<file path="src/rtl/secAlarmPkg.sv">
package secAlarmPkg;

  typedef enum logic [1:0] {
    ST_DISARMED = 2'd0,
    ST_ARMED    = 2'd1,
    ST_LOCKOUT  = 2'd2
  } secState_t;

  // strobes from control to datapath
  typedef struct packed {
    logic loadCode;
    logic compare;
    logic clearAll;
    logic lockout;
    logic armed;
  } dpCtrl_t;

endpackage

</file>
<file path="src/rtl/secAlarmControl.sv">
module secAlarmControl
  import secAlarmPkg::*;
(
  input  logic    clk,
  input  logic    rstN,
  input  logic    codeValid,
  input  logic    codeLoad,
  input  logic    armCmd,
  input  logic    alarmClear,
  input  logic    codeMatch,
  input  logic    lastChance,
  output dpCtrl_t ctrl
);

  secState_t state, nextState;

  always_comb begin
    ctrl.clearAll = alarmClear;
    ctrl.lockout  = (state == ST_LOCKOUT);
    ctrl.armed    = (state == ST_ARMED);
    ctrl.loadCode = codeLoad && (state == ST_DISARMED) && !alarmClear;
    ctrl.compare  = codeValid && !alarmClear && (state != ST_LOCKOUT) && !ctrl.loadCode;
  end

  always_comb begin
    nextState = state;
    if (alarmClear) begin
      if (state == ST_LOCKOUT) nextState = ST_DISARMED;
    end else if (ctrl.compare) begin
      if (codeMatch)       nextState = ST_DISARMED;
      else if (lastChance) nextState = ST_LOCKOUT;
    end else if (armCmd && (state == ST_DISARMED) && !ctrl.loadCode) begin
      nextState = ST_ARMED;
    end
  end

  always_ff @(posedge clk) begin
    if (!rstN) state <= ST_DISARMED;
    else       state <= nextState;
  end

endmodule

</file>
<file path="src/rtl/secAlarmDatapath.sv">
module secAlarmDatapath
  import secAlarmPkg::*;
#(
  parameter int          CODE_W        = 16,
  parameter int          MAX_FAILS     = 3,
  parameter int          UNLOCK_CYCLES = 8,
  parameter logic [15:0] RESET_CODE    = 16'h0000
) (
  input  logic              clk,
  input  logic              rstN,
  input  dpCtrl_t           ctrl,
  input  logic [CODE_W-1:0] codeIn,
  input  logic              doorOpen,
  input  logic              windowOpen,
  input  logic              smokeDet,
  output logic              codeMatch,
  output logic              lastChance,
  output logic              doorUnlock,
  output logic              doorAlarm,
  output logic              windowAlarm,
  output logic              redLight,
  output logic              yellowLight,
  output logic              fireAlert
);

  localparam int CNT_W = $clog2(MAX_FAILS + 1);
  localparam int TMR_W = $clog2(UNLOCK_CYCLES + 1);
  localparam logic [CNT_W-1:0] LAST_CNT = CNT_W'(MAX_FAILS - 1);
  localparam logic [TMR_W-1:0] TMR_LOAD = TMR_W'(UNLOCK_CYCLES);

  logic [CODE_W-1:0] storedCode;
  logic [CNT_W-1:0]  failCnt;
  logic [TMR_W-1:0]  unlockTmr;
  logic              doorLatch, winLatch, fireLatch;
  logic              goodEntry, badEntry, tripLock;

  assign codeMatch  = (codeIn == storedCode);
  assign lastChance = (failCnt == LAST_CNT);
  assign goodEntry  = ctrl.compare && codeMatch;
  assign badEntry   = ctrl.compare && !codeMatch;
  assign tripLock   = badEntry && lastChance;

  always_ff @(posedge clk) begin
    if (!rstN)              storedCode <= RESET_CODE[CODE_W-1:0];
    else if (ctrl.loadCode) storedCode <= codeIn;
  end

  always_ff @(posedge clk) begin
    if (!rstN)                                        failCnt <= '0;
    else if (ctrl.clearAll || ctrl.lockout)           failCnt <= '0;
    else if (goodEntry || tripLock)                   failCnt <= '0;
    else if (badEntry)                                failCnt <= failCnt + 1'b1;
  end

  always_ff @(posedge clk) begin
    if (!rstN)                           unlockTmr <= '0;
    else if (ctrl.lockout || tripLock)   unlockTmr <= '0;
    else if (goodEntry)                  unlockTmr <= TMR_LOAD;
    else if (unlockTmr != '0)            unlockTmr <= unlockTmr - 1'b1;
  end

  always_ff @(posedge clk) begin
    if (!rstN || ctrl.clearAll) begin
      doorLatch <= 1'b0;
      winLatch  <= 1'b0;
    end else if (!ctrl.lockout && ctrl.armed) begin
      if (windowOpen)                      winLatch  <= 1'b1;
      if (doorOpen && (unlockTmr == '0))   doorLatch <= 1'b1;
    end
  end

  always_ff @(posedge clk) begin
    if (!rstN) fireLatch <= 1'b0;
    else       fireLatch <= smokeDet || (fireLatch && !ctrl.clearAll);
  end

  assign doorUnlock  = (unlockTmr != '0);
  assign doorAlarm   = ctrl.lockout || doorLatch;
  assign windowAlarm = ctrl.lockout || winLatch || (ctrl.armed && windowOpen);
  assign redLight    = ctrl.lockout;
  assign yellowLight = ctrl.lockout;
  assign fireAlert   = fireLatch;

endmodule

</file>
<file path="src/rtl/secAlarmCtrl.sv">
module secAlarmCtrl
  import secAlarmPkg::*;
#(
  parameter int          CODE_W        = 16,
  parameter int          MAX_FAILS     = 3,
  parameter int          UNLOCK_CYCLES = 8,
  parameter logic [15:0] RESET_CODE    = 16'h0000
) (
  input  logic              clk,
  input  logic              rstN,
  input  logic [CODE_W-1:0] codeIn,
  input  logic              codeValid,
  input  logic              codeLoad,
  input  logic              armCmd,
  input  logic              alarmClear,
  input  logic              doorOpen,
  input  logic              windowOpen,
  input  logic              smokeDet,
  output logic              doorUnlock,
  output logic              doorAlarm,
  output logic              windowAlarm,
  output logic              redLight,
  output logic              yellowLight,
  output logic              fireAlert
);

  dpCtrl_t ctrl;
  logic    codeMatch, lastChance;

  secAlarmControl i_control (
    .clk        (clk),
    .rstN       (rstN),
    .codeValid  (codeValid),
    .codeLoad   (codeLoad),
    .armCmd     (armCmd),
    .alarmClear (alarmClear),
    .codeMatch  (codeMatch),
    .lastChance (lastChance),
    .ctrl       (ctrl)
  );

  secAlarmDatapath #(
    .CODE_W        (CODE_W),
    .MAX_FAILS     (MAX_FAILS),
    .UNLOCK_CYCLES (UNLOCK_CYCLES),
    .RESET_CODE    (RESET_CODE)
  ) i_datapath (
    .clk         (clk),
    .rstN        (rstN),
    .ctrl        (ctrl),
    .codeIn      (codeIn),
    .doorOpen    (doorOpen),
    .windowOpen  (windowOpen),
    .smokeDet    (smokeDet),
    .codeMatch   (codeMatch),
    .lastChance  (lastChance),
    .doorUnlock  (doorUnlock),
    .doorAlarm   (doorAlarm),
    .windowAlarm (windowAlarm),
    .redLight    (redLight),
    .yellowLight (yellowLight),
    .fireAlert   (fireAlert)
  );

endmodule

</file>
<file path="config.mk">
export PLATFORM = sky130hd
export DESIGN_NAME = secAlarmCtrl
export DESIGN_NICKNAME = d
export VERILOG_FILES = /design/src/rtl/secAlarmPkg.sv /design/src/rtl/secAlarmControl.sv /design/src/rtl/secAlarmDatapath.sv /design/src/rtl/secAlarmCtrl.sv
export SDC_FILE = /design/constraint.sdc
export NUM_CORES = 1
export LEC_CHECK = 0
export CORE_MARGIN = 4
export CORE_UTILIZATION = 55
export DETAILED_ROUTE_END_ITERATION = 7
export DONT_BUFFER_PORTS = 1
export GPL_TIMING_DRIVEN = 1
export PLACE_DENSITY = 0.8
export SLEW_MARGIN = 0
export SYNTH_ARGS = -nofsm -noshare
export SYNTH_HDL_FRONTEND = slang
export SYNTH_HIERARCHICAL = 1
export SYNTH_SLANG_ARGS = --single-unit
</file>
<file path="constraint.sdc">
create_clock -name clk -period 2.02 [get_ports clk]
set_clock_uncertainty 0.1 [all_clocks]
set_input_delay 0.404 -clock clk [delete_from_list [all_inputs] [get_ports clk]]
set_output_delay 0.404 -clock clk [all_outputs]
set_load 0.02 [all_outputs]
</file>
### Word-level counts from Yosys, hierarchy flattened

Index checks and enable logic that the tools add are counted.

* register bits: 27
* input port bits: 25
* output and inout bits: 6
* word-level logic and storage cells: 64

* add/sub/neg operators: 2
* equal/unequal tests: 7
* multiplexer cells: 8
* bitwise logic cells: 1
* reductions and logical operators: 38

Operators with widths (count)
* equality test 16 bit: 1
* logical AND 1 bit: 14
* two-way mux 2 bit: 6
* logical OR 1 bit: 8
* two-way mux 4 bit: 2
* OR reduction 3 bit: 2
* zero test 1 bit: 5
* equality test 2 bit, second input constant: 2
* zero test 4 bit: 1
* != test 4 bit, second input constant: 1
* AND reduction 2 bit: 2
* nonzero test 4 bit: 1
* subtractor 4 x 1 -> 4 bit, second input constant: 1
* AND reduction 3 bit: 1
* nonzero test 3 bit: 1
* adder 2 x 1 -> 2 bit, second input constant: 1
* equality test 2 x 1 -> 1 bit, second input constant: 1
* zero test 2 bit: 1
* != test 2 x 1 -> 1 bit, second input constant: 1
* != test 2 bit, second input constant: 1
* nonzero test 2 bit: 1
* OR reduction 2 bit: 1
* NOT 1 bit: 1

### Longest topological paths before layout

* depth in word-level cells: 9
* gate-level depth with buffers: 6
* depth with buffers taken out: 6

### Hierarchy

The synthesis kept the hierarchy.

By module, submodules not included
* secAlarmDatapath: times used 1, cells an instance 131, area each 1265.0 µm²
* secAlarmControl: times used 1, cells an instance 19, area each 187.7 µm²

### Worst setup path before layout

Ideal clock, no wire load.

* path kind: input port to flip-flop
* start point: input port alarmClear
* end point: register i_datapath.storedCode[0]
* library setup time: 116 ps
* arrival: 1373 ps
* data required time: 1804 ps
* path slack: 431 ps
* cell stages on the path: 5
* buffers on the path: 2
* path through: nor4b_1 > buf_2 > buf_2 > mux2i_1 > nor2b_1

* longest elaborated chain between the ends: 2

RTL lines
* from (decl): line secAlarmCtrl.sv:15 `input logic alarmClear,`
* zero test 1 bit: line secAlarmControl.sv:21 `ctrl.loadCode = codeLoad && (state == ST_DISARMED) && !alarmClear;`
* logical AND 1 bit: line secAlarmControl.sv:21
* to (signal assigned): line secAlarmDatapath.sv:44 `if (!rstN) storedCode <= RESET_CODE[CODE_W-1:0];`
* to (signal assigned): line secAlarmDatapath.sv:45 `else if (ctrl.loadCode) storedCode <= codeIn;`
* to (decl): line secAlarmDatapath.sv:31 `logic [CODE_W-1:0] storedCode;`

Every way passes these cells.
A chain may end at the register's enable or synchronous reset.

### Worst setup path after layout

* start point: register i_control.state[0]
* end point: output port doorAlarm

* longest elaborated chain between the ends: 2

RTL lines
* from (decl): line secAlarmControl.sv:15 `secState_t state, nextState;`
* from (signal assigned): line secAlarmControl.sv:39 `else state <= nextState;`
* equality test 2 bit: line secAlarmControl.sv:19 `ctrl.lockout = (state == ST_LOCKOUT);`
* logical OR 1 bit: line secAlarmDatapath.sv:78 `assign doorAlarm = ctrl.lockout || doorLatch;`
* to (decl): line secAlarmCtrl.sv:20 `output logic doorAlarm,`

Every way passes these cells.

==> impl_metrics.json <==
{
  "period_minus_slack_ns": 1.92,
  "nets": 180,
  "grt_pass1_wl_um": 4490,
  "setup_viol": 0,
  "fin_hold_ws_ns": 0.0897,
  "postRouteAntennaNets": 0,
  "die_h_um": 59.4,
  "hold_violations": 0,
  "viasPerCell": 5.77,
  "rows": 18,
  "clock_latency_ns": 0.33,
  "grt_max_degree": 25,
  "place_ws_ns": 0.226,
  "ys.flop_type": "dfxtp_1",
  "clock_path_buffers": 2,
  "dpl.hpwl_um": 2030,
  "fin_cells": 181,
  "finalMaxSlewViolations": 0,
  "crit_fanout": 9,
  "finalCritPeriodShare_pct": 95.3,
  "rr_worst_depth": 4,
  "cts.sinks": 27,
  "cts-root-buf": "clkbuf_4",
  "p_comb_share_pct": 33.4,
  "hold_buffers": 0,
  "power.clock.fraction_pct": 17.9,
  "start_util_pct": 58.1,
  "drtIter0Drc": 20,
  "fmax_ghz": 0.520,
  "cpLargestDelayFamily": "simple AND/OR/NAND/NOR gates",
  "grt_pass1_vias": 1040,
  "diodes": 0,
  "h-tree-depth": 1,
  "vias": 1044,
  "place_area_um2": 1470,
  "powerDensity_nw_per_um2": 873,
  "drive_gt1_share_pct": 9.93,
  "ys_seq_area_share_pct": 37.2,
  "synth.avg_cell_area_um2": 9.68,
  "worst_pin_slew_ns": 0.595,
  "overflow": 0,
  "crit_type": "reg2out",
  "crit_arrival_ns": 1.42,
  "place_inst": 175,
  "stdcell_area_um2": 1520,
  "cellLeakagePower_nw": 0.572,
  "worstPathRequired_ns": 1.52,
  "drc": 0,
  "p_switching_w": 0.000438,
  "synth_cells": 150,
  "synth-seq-cells": 27,
  "critPathBufInv": 0,
  "cts_tree": "built",
  "internal_power_w": 0.000893,
  "wl_per_cell_um": 14.4,
  "ios": 31,
  "syn_to_final_growth_pct": 4.91,
  "relSlewSlack_pct": 60.0,
  "antenna_found_initial": 0,
  "layout_setup_ws_ns": 0.0955,
  "synth_cell_type_count": 36,
  "cts_buffers": 3,
  "syn_area_um2": 1450,
  "drt_first_pass_iters": 4,
  "drv_cap": 0,
  "synth_edf_count": 0,
  "die_x_um": 59.4,
  "outcome": "complete, no violations",
  "drt_wl_total_um": 2610,
  "grt_setup_unrepaired": "false",
  "grtUsageTotal_pct": 16.7,
  "async_flop_share_pct": 0,
  "die-area_um2": 3530,
  "fin_tns_setup_ns": 0,
  "cp-start-kind": "flip-flop",
  "endpoint_kind": "output port",
  "path_clk_slew_ns": 0.14,
  "core_area_um2": 2500,
  "gp_congestion": 0.720,
  "port_buffers": 0,
  "p_sw_share_pct": 32.9,
  "synth_fp_nets": 178,
  "ys_warn_count": 6,
  "hold_class": "in2reg",
  "whs_path_depth": 1,
  "ir_drop_mv": 0.542,
  "worstPathCellList": "and2b_1 > or2_2",
  "seq_power_share_pct": 48.7,
  "slowest_delay_ns": 0.44,
  "cp_num_cells": 2,
  "cp_slowest_cell": "dfxtp_2"
}
[final cells by class]
| cell class | count | area, um^2 |
|---|---|---|
| clock buffer | 3 | 22.5 |
| clock inverter | 1 | 7.51 |
| fill | 207 | 976 |
| inverter | 6 | 22.5 |
| multi-input combinational | 110 | 862 |
| sequential | 27 | 542 |
| tap | 30 | 37.5 |
| timing repair buffer | 4 | 30.0 |
[cell usage after synthesis (all sizes together), types with 3 or more instances]
cell	instances	share of area, %
nor3	3	1.0
nand2	9	2.3
inv	6	1.6
o21ai	3	1.0
nor2b	19	8.2
mux2i	18	12
dfxtp	27	37
nor2	8	2.1
nand4	4	1.7
buf	5	2.2
xnor2	18	11
ha	3	2.6
[per-layer routing]
layer | GRT usage [%] | wire length [um]
met4 | 9.39 | 54
met5 | 0 | 0
met1 | 18.6 | 1050
met3 | 3.27 | 102
met2 | 29.3 | 1410
[cell usage in the layout, fill, tap and decap left out, types with 2 or more instances in the layout]
cell	n
a21oi_1	2
nand2_1	9
mux2i_1	18
nor3_1	3
ha_1	3
nor2_1	8
clkbuf_4	3
nor2b_1	19
o41ai_1	2
nand2b_1	2
buf_4	4
o21ai_0	3
xnor2_1	18
dfxtp_1	26
nand4_1	4
inv_1	6
[through the flow]
stage               power, W  util (%)
finish               0.00133      61.0
global route         0.00144      61.0
CTS                  0.00131      60.4
detailed placement   0.00105      58.9
global placement     0.00102      58.9
floorplan           0.000981         -
[power groups by stage]
stage	logic [W]	clock network [W]	registers [W]
6_report	0.000445	0.000238	0.000648
5_1_grt	0.000504	0.000275	0.000657
4_1_cts	0.000417	0.000245	0.000648
3_5_place_dp	0.000401	0	0.000653
3_3_place_gp	0.000367	0	0.000651
2_1_floorplan	0.000336	0	0.000645
[sequential cells by signal, indices dropped and copies added (netlist names)]
name and cells:
i_control/state 2, i_datapath/winLatch 1, i_datapath/fireAlert 1, i_datapath/unlockTmr 4, i_datapath/doorLatch 1, i_datapath/failCnt 2, i_datapath/storedCode 16
[cells by family after synthesis]
family | share of synthesized area (%)
fa+ha+maj | 2.58
mux | 12.4
simple gates | 22.7
xor+xnor | 10.9
compound gates | 9.91
buf+inv | 4.31
flops | 37.2
[final timing paths]
kind	start	end	slack (ns)
setup / recovery	i_control/state[0]	doorAlarm	0.1
hold / removal	rstN	i_control/state[1]	0.09
setup reg to reg	i_control/state[1]	i_datapath/failCnt[0]	0.29
hold reg to reg	i_datapath/failCnt[1]	i_datapath/failCnt[1]	0.38
[timing repair]
item | CTS | global route
pin swaps | 0 | 0
endpoints found under the setup margin | 2 | 1
resized for setup | 2 | 0
setup buffers | 0 | 2
Power figures use the tool's default switching activity.
